**src/rtl/cinst_pkg.sv**
```systemverilog
// Shared constants, result type and base-format encoders for the
// compressed expander. Assumes 16-bit input halfwords and 32-bit output words.
package cinst_pkg;

    localparam int HALF_W = 16;
    localparam int WORD_W = 32;
    localparam int REG_W  = 5;

    typedef logic [REG_W-1:0] reg_idx_t;

    typedef struct packed {
        logic              ok;
        logic [WORD_W-1:0] word;
    } exp_res_t;

    localparam exp_res_t RES_NONE = '{ok: 1'b0, word: '0};

    localparam logic [6:0] OPC_LOAD   = 7'b0000011;
    localparam logic [6:0] OPC_STORE  = 7'b0100011;
    localparam logic [6:0] OPC_IMM32  = 7'b0011011;
    localparam logic [6:0] OPC_REG32  = 7'b0111011;
    localparam logic [6:0] OPC_JAL    = 7'b1101111;

    localparam logic [2:0] F3_DWORD   = 3'b011;
    localparam logic [2:0] F3_ADDSUB  = 3'b000;

    localparam logic [6:0] F7_ADD     = 7'b0000000;
    localparam logic [6:0] F7_SUB     = 7'b0100000;

    localparam reg_idx_t REG_ZERO = 5'd0;
    localparam reg_idx_t REG_LINK = 5'd1;
    localparam reg_idx_t REG_SP   = 5'd2;

    // Map a 3-bit short register field onto x8..x15.
    function automatic reg_idx_t short_reg(input logic [2:0] f);
        return {2'b01, f};
    endfunction

    // Immediate-format word.
    function automatic logic [WORD_W-1:0] fmt_i(input logic [11:0] imm,
                                                input reg_idx_t rs1,
                                                input logic [2:0] f3,
                                                input reg_idx_t rd,
                                                input logic [6:0] op);
        return {imm, rs1, f3, rd, op};
    endfunction

    // Store-format word.
    function automatic logic [WORD_W-1:0] fmt_s(input logic [11:0] imm,
                                                input reg_idx_t rs2,
                                                input reg_idx_t rs1,
                                                input logic [2:0] f3,
                                                input logic [6:0] op);
        return {imm[11:5], rs2, rs1, f3, imm[4:0], op};
    endfunction

    // Register-format word.
    function automatic logic [WORD_W-1:0] fmt_r(input logic [6:0] f7,
                                                input reg_idx_t rs2,
                                                input reg_idx_t rs1,
                                                input logic [2:0] f3,
                                                input reg_idx_t rd,
                                                input logic [6:0] op);
        return {f7, rs2, rs1, f3, rd, op};
    endfunction

    // Jump-format word from a 21-bit byte offset.
    function automatic logic [WORD_W-1:0] fmt_j(input logic [20:0] off,
                                                input reg_idx_t rd,
                                                input logic [6:0] op);
        return {off[20], off[10:1], off[11], off[19:12], rd, op};
    endfunction

endpackage

```
**src/rtl/cinst_q0.sv**
```systemverilog
// Quadrant 00 expander: register-based doubleword load and store.
// Assumes the caller has already selected quadrant 00; bits[1:0] are not passed.
module cinst_q0
    import cinst_pkg::*;
(
    input  logic [HALF_W-1:2] hw,
    input  logic              is64,
    output exp_res_t          res
);
    logic [2:0]  f3;
    logic [11:0] off;

    assign f3  = hw[15:13];
    assign off = {4'b0000, hw[6:5], hw[12:10], 3'b000};

    // Pick the doubleword load or store when the width allows it.
    always_comb begin
        res = RES_NONE;
        if (is64) begin
            if (f3 == 3'b011) begin
                res.ok   = 1'b1;
                res.word = fmt_i(off, short_reg(hw[9:7]), F3_DWORD,
                                 short_reg(hw[4:2]), OPC_LOAD);
            end else if (f3 == 3'b111) begin
                res.ok   = 1'b1;
                res.word = fmt_s(off, short_reg(hw[4:2]), short_reg(hw[9:7]),
                                 F3_DWORD, OPC_STORE);
            end
        end
    end
endmodule

```
**src/rtl/cinst_q1.sv**
```systemverilog
// Quadrant 01 expander: the width-dependent jump-and-link / add-immediate-word
// slot and the word add and subtract forms.
module cinst_q1
    import cinst_pkg::*;
(
    input  logic [HALF_W-1:2] hw,
    input  logic              is64,
    output exp_res_t          res
);
    logic [2:0]  f3;
    logic [20:0] jal_off;
    logic [11:0] addiw_imm;
    reg_idx_t    full_rd;
    logic        is_wordop;

    assign f3      = hw[15:13];
    assign full_rd = hw[11:7];

    // Gather the scattered jump offset and sign-extend it to 21 bits.
    always_comb begin
        logic [11:0] o;
        o        = '0;
        o[11]    = hw[12];
        o[4]     = hw[11];
        o[9:8]   = hw[10:9];
        o[10]    = hw[8];
        o[6]     = hw[7];
        o[7]     = hw[6];
        o[3:1]   = hw[5:3];
        o[5]     = hw[2];
        jal_off  = {{9{o[11]}}, o};
    end

    assign addiw_imm = {{6{hw[12]}}, hw[12], hw[6:2]};
    assign is_wordop = (f3 == 3'b100) && (hw[12:10] == 3'b111) && !hw[6];

    // Choose among the slot variants according to the width select.
    always_comb begin
        res = RES_NONE;
        if (f3 == 3'b001) begin
            if (!is64) begin
                res.ok   = 1'b1;
                res.word = fmt_j(jal_off, REG_LINK, OPC_JAL);
            end else if (full_rd != REG_ZERO) begin
                res.ok   = 1'b1;
                res.word = fmt_i(addiw_imm, full_rd, F3_ADDSUB, full_rd, OPC_IMM32);
            end
        end else if (is_wordop && is64) begin
            res.ok   = 1'b1;
            res.word = fmt_r(hw[5] ? F7_ADD : F7_SUB, short_reg(hw[4:2]),
                             short_reg(hw[9:7]), F3_ADDSUB,
                             short_reg(hw[9:7]), OPC_REG32);
        end
    end
endmodule

```
**src/rtl/cinst_q2.sv**
```systemverilog
// Quadrant 10 expander: stack-pointer based doubleword load and store.
module cinst_q2
    import cinst_pkg::*;
(
    input  logic [HALF_W-1:2] hw,
    input  logic              is64,
    output exp_res_t          res
);
    logic [2:0]  f3;
    logic [11:0] ld_off;
    logic [11:0] st_off;
    reg_idx_t    full_rd;

    assign f3      = hw[15:13];
    assign full_rd = hw[11:7];
    assign ld_off  = {3'b000, hw[4:2], hw[12], hw[6:5], 3'b000};
    assign st_off  = {3'b000, hw[9:7], hw[12:10], 3'b000};

    // Pick the stack load (non-zero rd) or stack store in 64-bit mode.
    always_comb begin
        res = RES_NONE;
        if (is64) begin
            if (f3 == 3'b011 && full_rd != REG_ZERO) begin
                res.ok   = 1'b1;
                res.word = fmt_i(ld_off, REG_SP, F3_DWORD, full_rd, OPC_LOAD);
            end else if (f3 == 3'b111) begin
                res.ok   = 1'b1;
                res.word = fmt_s(st_off, hw[6:2], REG_SP, F3_DWORD, OPC_STORE);
            end
        end
    end
endmodule

```
**src/rtl/cinst_expander.sv**
```systemverilog
// Top of the compressed expander. Steers the halfword to the quadrant
// expander that bits[1:0] select and zeroes the output for illegal patterns.
// Purely combinational; assumes the halfword is already aligned.
module cinst_expander
    import cinst_pkg::*;
(
    input  logic [15:0] hw_in,
    input  logic        xlen64_in,
    output logic [31:0] instr_out,
    output logic        illegal_out
);
    localparam int NQ = 3;

    exp_res_t q_res [NQ];
    exp_res_t pick;

    // One expander per compressed quadrant (00, 01, 10).
    generate
        for (genvar q = 0; q < NQ; q++) begin : g_quad
            if (q == 0) begin : g_q0
                cinst_q0 u_q (.hw(hw_in[15:2]), .is64(xlen64_in), .res(q_res[q]));
            end else if (q == 1) begin : g_q1
                cinst_q1 u_q (.hw(hw_in[15:2]), .is64(xlen64_in), .res(q_res[q]));
            end else begin : g_q2
                cinst_q2 u_q (.hw(hw_in[15:2]), .is64(xlen64_in), .res(q_res[q]));
            end
        end
    endgenerate

    // Select the quadrant result; quadrant 11 is never a compressed form.
    always_comb begin
        case (hw_in[1:0])
            2'b00:   pick = q_res[0];
            2'b01:   pick = q_res[1];
            2'b10:   pick = q_res[2];
            default: pick = RES_NONE;
        endcase
    end

    assign illegal_out = !pick.ok;
    assign instr_out   = pick.ok ? pick.word : '0;
endmodule

```
**config.mk**
```make
export PLATFORM = sky130hd
export DESIGN_NAME = cinst_expander
export DESIGN_NICKNAME = d
export VERILOG_FILES = /design/src/rtl/cinst_pkg.sv /design/src/rtl/cinst_q0.sv /design/src/rtl/cinst_q1.sv /design/src/rtl/cinst_q2.sv /design/src/rtl/cinst_expander.sv
export SDC_FILE = /design/constraint.sdc
export NUM_CORES = 1
export LEC_CHECK = 0
export ABC_AREA = 1
export BUFFER_PORTS_ARGS = -buffer_cell sky130_fd_sc_hd__buf_4
export CAP_MARGIN = 20
export CORE_MARGIN = 2
export CORE_UTILIZATION = 45
export DETAILED_ROUTE_END_ITERATION = 16
export GPL_ROUTABILITY_DRIVEN = 1
export PLACE_DENSITY = 0.85
export SKIP_LAST_GASP = 1
export SYNTH_ARGS = -nofsm -noshare
export SYNTH_HDL_FRONTEND = slang
export SYNTH_SLANG_ARGS = --single-unit
export TNS_END_PERCENT = 50
```
**constraint.sdc**
```tcl
create_clock -name vclk -period 1.25
set_clock_uncertainty 0.05 [all_clocks]
set_input_delay 0.125 -clock vclk [all_inputs]
set_output_delay 0.125 -clock vclk [all_outputs]
set_load 0.02 [all_outputs]
```
==> flow_metrics.env, run 1 <==
export IMPL_tool_error="[ERROR DPL-0038] Utilization greater than 100%, impossible to legalize"
export IMPL_synth_top_area_share_pct=23.6
export IMPL_dp_hpwl_um=2710
export IMPL_ys_seq_area_share_pct=0
export IMPL_dieHeight_um=45.2
export IMPL_synth_avg_cell_area_um2=4.84
export IMPL_ys_top_cells_by_count="48 x nand2_1, 24 x inv_1, 17 x nor2_1"
export IMPL_yosys_warnings=0
export IMPL_dieWidth_um=45.2
export IMPL_synth_area_leaders="nand2_1 24%, inv_1 12%, nand3_1 9.8%, nor2_1 8.3%, nand2_2 6.5%"
export IMPL_placed_area_mm2=0.00133
export IMPL_synthCells=158
export IMPL_numPortBuffers=50
export IMPL_syn_cell_area_um2=764
export IMPL_synth_nets=175
export IMPL_place_ws_ns=-0.162
export IMPL_synth_largest_area_cell="nand2_1"
export IMPL_yosys_cell_types_count=22
export IMPL_start_util_pct=49.6
export IMPL_cts_resized=60
export IMPL_yosysMostFrequentCell="nand2_1"
export IMPL_outcome="did not finish"
export IMPL_place_congestion=0.948
export IMPL_stop_stage="4_1_cts"
export IMPL_ios=50
export IMPL_cts_setup_buffers=6
export IMPL_cts_hold_buffers=0
export IMPL_row_count=14
[cells by family after synthesis]
kind of cell | Yosys count | synth area share [%]
buf+inv | 36 | 19.6
compound gates | 23 | 17.0
simple gates | 99 | 63.3
[through the flow]
| stage | utilization [%] | instances |
|---|---|---|
| 3_5_place_dp | 86.4 | 246 |
| 3_3_place_gp | 86.4 | 246 |
| 2_1_floorplan | - | 158 |
==> run 2: changes to the inputs <==
CORE_AREA = 2 2 63 65   (was default)
CORE_MARGIN = default   (was 2)
CORE_UTILIZATION = default   (was 45)
DIE_AREA = 0 0 65 67   (was default)
PLACE_DENSITY = default   (was 0.85)
PLACE_DENSITY_LB_ADDON = 0.15   (was default)
==> flow_metrics.env, run 2 <==
export IMPL_crit_buf_inv=5
export IMPL_synth_area_leaders="nand2_1 24%, inv_1 12%, nand3_1 9.8%, nor2_1 8.3%, nand2_2 6.5%"
export IMPL_outcome="finished, violations left"
export IMPL_grt_pass1_vias=1243
export IMPL_antenna_cells=0
export IMPL_yosys_cell_types_count=22
export IMPL_peakVddDrop_uv=82.3
export IMPL_rsz0062_at_grt="true"
export IMPL_dieHeight_um=67
export IMPL_yosys_warnings=0
export IMPL_ys_seq_area_share_pct=0
export IMPL_slew_violations=0
export IMPL_drt_iter0_drc=41
export IMPL_worstPathMaxFanout=4
export IMPL_slew_headroom_pct=86.5
export IMPL_synth_top_area_share_pct=23.6
export IMPL_crit_path_start_kind="primary input"
export IMPL_dieWidth_um=65
export IMPL_gr_usage_all_layers_pct=16.5
export IMPL_fmax_mhz=772
export IMPL_p_int_uw=226
export IMPL_vias_per_cell=4.57
export IMPL_critPathLaunch="hw_in[15]"
export IMPL_synth_nets=175
export IMPL_drv_cap=0
export IMPL_final_cells=294
export IMPL_worst_pin_slew_ns=0.203
export IMPL_place_congestion=0.837
export IMPL_fin_crit_ns=1.30
export IMPL_vias=1343
export IMPL_pwr_share_comb_pct=100.0
export IMPL_worst_path_stages=11
export IMPL_fill_cells=357
export IMPL_layout_commonest_cell="buf_4"
export IMPL_design_seq_count=0
export IMPL_die_area_mm2=0.00436
export IMPL_nClkBuffers=0
export IMPL_p_sw_share_pct=52.7
export IMPL_multi_input_comb_area_um2=888
export IMPL_grt_pass1_wl_um=5730
export IMPL_layout_drive_gt1_share_pct=66.3
export IMPL_finalPower_uw=478
export IMPL_clock_power_share_pct=0
export IMPL_ys_top_cells_by_count="48 x nand2_1, 24 x inv_1, 17 x nor2_1"
export IMPL_final_hold_viol_count=0
export IMPL_p_sw_uw=252
export IMPL_syn_cell_area_um2=764
export IMPL_final_cell_mix="63 x buf_4, 38 x nand2_1, 23 x buf_6, 15 x inv_1, 11 x nor2_4"
export IMPL_pwr_share_seq_pct=0
export IMPL_dpl_cell_count=284
export IMPL_cpPeakStageDelay_ns=0.13
export IMPL_finalSetupViolCount=14
export IMPL_row_count=22
export IMPL_synth_largest_area_cell="nand2_1"
export IMPL_path_class="primary input to output port"
export IMPL_crit_family="simple AND/OR/NAND/NOR gates"
export IMPL_grt_remaining_overflow=0
export IMPL_grt_antenna_before_repair=0
export IMPL_drt_total_wl_um=3800
export IMPL_setup_slack_ns=-0.0452
export IMPL_yosysMostFrequentCell="nand2_1"
export IMPL_crit_path_top_delay_cell="nor2_4"
export IMPL_dp_hpwl_um=2860
export IMPL_violations="negative setup slack"
export IMPL_coreArea_mm2=0.00361
export IMPL_seq_area_um2=0
export IMPL_cp_endpoint="illegal_out"
export IMPL_cp_required_ns=1.08
export IMPL_detail_route_antenna_nets=0
export IMPL_end_kind="output port"
export IMPL_grt_max_degree=11
export IMPL_cp_arrival_ns=1.12
export IMPL_drc=0
export IMPL_placed_area_mm2=0.00143
export IMPL_path_common_cell="nand2_4"
export IMPL_drtPass1Iterations=4
export IMPL_synth_avg_cell_area_um2=4.84
export IMPL_numPortBuffers=50
export IMPL_period_share_pct=104
export IMPL_hp_class="primary input to output port"
export IMPL_synthCells=158
export IMPL_leakage_uw=0.00105
export IMPL_fin_nets=265
export IMPL_areaGrowthSynthToFinish_pct=154
export IMPL_design_area_mm2=0.00194
export IMPL_ios=50
export IMPL_wl_per_cell_um=12.9
export IMPL_power_density_mw_per_mm2=247
export IMPL_path_cells="buf_8, buf_12, nor2_4, nand2_4, nand2_4, nand2_4, nand2_4, inv_4, nand2_4, inv_2, buf_6"
export IMPL_start_util_pct=21.2
## run 2: power by group through the flow
stage,clock (uW),combinational (uW),sequential [uW]
2_1_floorplan,0,145,0
3_3_place_gp,0,340,0
3_5_place_dp,0,337,0
4_1_cts,0,411,0
5_1_grt,0,509,0
6_report,0,478,0
## run 2: area by class of cell
class	count	area share, %
inverter	32	7.88
timing repair buffer	92	43.2
multi-input combinational	122	45.8
tap	48	3.10
## run 2: cell families (layout without fill, tap and decap cells)
family / after synthesis / count (layout) / share of synthesized area, %
simple gates: 99 / 99 / 63.3
buf+inv: 36 / 124 / 19.6
compound gates: 23 / 23 / 17.0
## run 2: what timing repair did
item	4_1_cts	5_1_grt
resized for setup	68	52
setup buffers	7	3
hold buffers	0	0
pin swaps	21	16
setup endpoints to repair	30	31
## run 2: worst min path at each step
stage                   from            end  cells past startpoint
detailed placement  hw_in[4]   instr_out[9]                      4
global placement    hw_in[4]   instr_out[9]                      4
finish              hw_in[4]   instr_out[9]                      4
global route        hw_in[4]   instr_out[9]                      4
CTS                 hw_in[4]   instr_out[9]                      4
floorplan           hw_in[4]  instr_out[22]                      2
## run 2: routing by layer
layer  vias up  part of all wire [%]  track usage (%)
li1        671                     -                -
met1       612                    42             21.4
met2        50                    50             30.4
met3        10                   4.9             1.01
met4         0                   3.2             2.39
met5         -                     0                0
## run 2: stage by stage
stage / utilization [%] / hold slack (ns) / TNS (ns) / worst slack [ns]
floorplan: - / 0.339 / -0.0119 / -0.00595
global placement: 39.7 / 0.538 / -3.22 / -0.208
detailed placement: 39.7 / 0.538 / -3.09 / -0.192
CTS: 47.9 / 0.539 / -0.134 / -0.0271
global route: 53.7 / 0.555 / -1.57 / -0.116
finish: 53.7 / 0.534 / -0.345 / -0.0452
Note: power is estimated with default switching activity, not from simulation.
==> run 3: changes to the inputs <==
RECOVER_POWER = 25   (was default)
==> flow_metrics.env, run 3 (synthesis results as in run 2) <==
export IMPL_row_count=22
export IMPL_grt_antenna_before_repair=0
export IMPL_dieHeight_um=67
export IMPL_design_area_mm2=0.00194
export IMPL_fmax_mhz=772
export IMPL_min_from="hw_in[4]"
export IMPL_dp_hpwl_um=2860
export IMPL_rsz0062_at_grt="true"
export IMPL_worst_pin_slew_ns=0.203
export IMPL_top_layer_used="met4"
export IMPL_slew_violations=0
export IMPL_seq_area_um2=0
export IMPL_areaGrowthSynthToFinish_pct=153
export IMPL_start_util_pct=21.2
export IMPL_drtPass1Iterations=4
export IMPL_end_kind="output port"
export IMPL_dieWidth_um=65
export IMPL_crit_path_start_kind="primary input"
export IMPL_finalSetupViolCount=17
export IMPL_period_share_pct=104
export IMPL_cp_required_ns=1.08
export IMPL_wl_per_cell_um=12.9
export IMPL_grt_pass1_vias=1243
export IMPL_fin_nets=265
export IMPL_die_area_mm2=0.00436
export IMPL_final_cell_mix="63 x buf_4, 38 x nand2_1, 23 x buf_6, 15 x inv_1, 11 x nor2_4"
export IMPL_wl_met3_um=198
export IMPL_detail_route_antenna_nets=0
export IMPL_drt_total_wl_um=3800
export IMPL_placed_area_mm2=0.00143
export IMPL_hp_class="primary input to output port"
export IMPL_cp_arrival_ns=1.12
export IMPL_hold_slack_ns=0.534
export IMPL_critPathLaunch="hw_in[15]"
export IMPL_numPortBuffers=50
export IMPL_slew_headroom_pct=86.5
export IMPL_layout_commonest_cell="buf_4"
export IMPL_path_class="primary input to output port"
export IMPL_drv_cap=0
export IMPL_drt_met1_wl_um=1580
export IMPL_outcome="finished, violations left"
export IMPL_fin_crit_ns=1.30
export IMPL_antenna_cells=0
export IMPL_grt_pass1_wl_um=5730
export IMPL_nClkBuffers=0
export IMPL_setup_slack_ns=-0.0451
export IMPL_wl_met2_um=1900
export IMPL_hold_depth=4
export IMPL_peakVddDrop_uv=82.3
export IMPL_grt_max_degree=11
export IMPL_power_density_mw_per_mm2=247
export IMPL_fill_cells=358
export IMPL_final_util_pct=53.7
export IMPL_vias_per_cell=4.58
export IMPL_grt_remaining_overflow=0
export IMPL_drt_iter0_drc=41
export IMPL_finalPower_uw=478
export IMPL_ios=50
export IMPL_final_hold_viol_count=0
export IMPL_vias=1346
export IMPL_drc=0
export IMPL_min_to="instr_out[9]"
export IMPL_coreArea_mm2=0.00361
export IMPL_leakage_uw=0.00105
export IMPL_layout_drive_gt1_share_pct=66.3
export IMPL_gr_usage_all_layers_pct=16.5
export IMPL_worstPathMaxFanout=4
export IMPL_design_seq_count=0
export IMPL_place_congestion=0.837
export IMPL_violations="negative setup slack"
-- run 3: changes by cell type in the layout (fill, tap and decap cells not counted) --
cell,before,now
inv_4,8,7
inv_2,8,9
-- run 3: worst max-delay path: stages --
cell and delay, ns:
buf_8 0.10, buf_12 0.12, nor2_4 0.13, nand2_4 0.09, nand2_4 0.09, nand2_4 0.07
nand2_4 0.11, inv_4 0.05, nand2_4 0.07, inv_2 0.04, buf_6 0.12
-- run 3: per-layer routing --
| layer | up-vias | track usage, % |
|---|---|---|
| met4 | 0 | 2.39 |
| li1 | 671 | - |
| met5 | - | 0 |
| met3 | 10 | 1.01 |
| met1 | 610 | 21.4 |
| met2 | 55 | 30.4 |
-- run 3: what timing repair did --
action                                  CTS  global route
setup buffers                             7             3
resized for setup                        68            52
pin swaps                                21            16
hold buffers                              0             0
endpoints found under the setup margin   30            31
-- run 3: area by class of cell --
type | count | area [um2] | share of cell area [%]
inverters | 32 | 150 | 7.76
well taps | 48 | 60.1 | 3.10
repair buffers | 92 | 837 | 43.2
multi-input cells | 122 | 888 | 45.9
-- run 3: through the flow --
stage          worst slack, ns  std cells  TNS [ns]
2_1_floorplan         -0.00595        158   -0.0119
3_3_place_gp            -0.208        284     -3.22
3_5_place_dp            -0.192        284     -3.09
4_1_cts                -0.0271        291    -0.134
5_1_grt                 -0.116        294     -1.75
6_report               -0.0451        294    -0.354
-- run 3: worst max-delay path by stage --
stage                                to  slack [ns]  cells after the start
after global placement      illegal_out       -0.21                     11
after global routing      instr_out[11]       -0.12                     11
after CTS                 instr_out[21]       -0.03                      9
after detailed placement    illegal_out       -0.19                     11
final                       illegal_out       -0.05                     11
after floorplan           instr_out[21]      -0.006                      6
-- run 3: report_power, final --
part	switching (uW)	internal, uW
combinational	252	226
sequential	0	0
clock	0	0
total	252	226
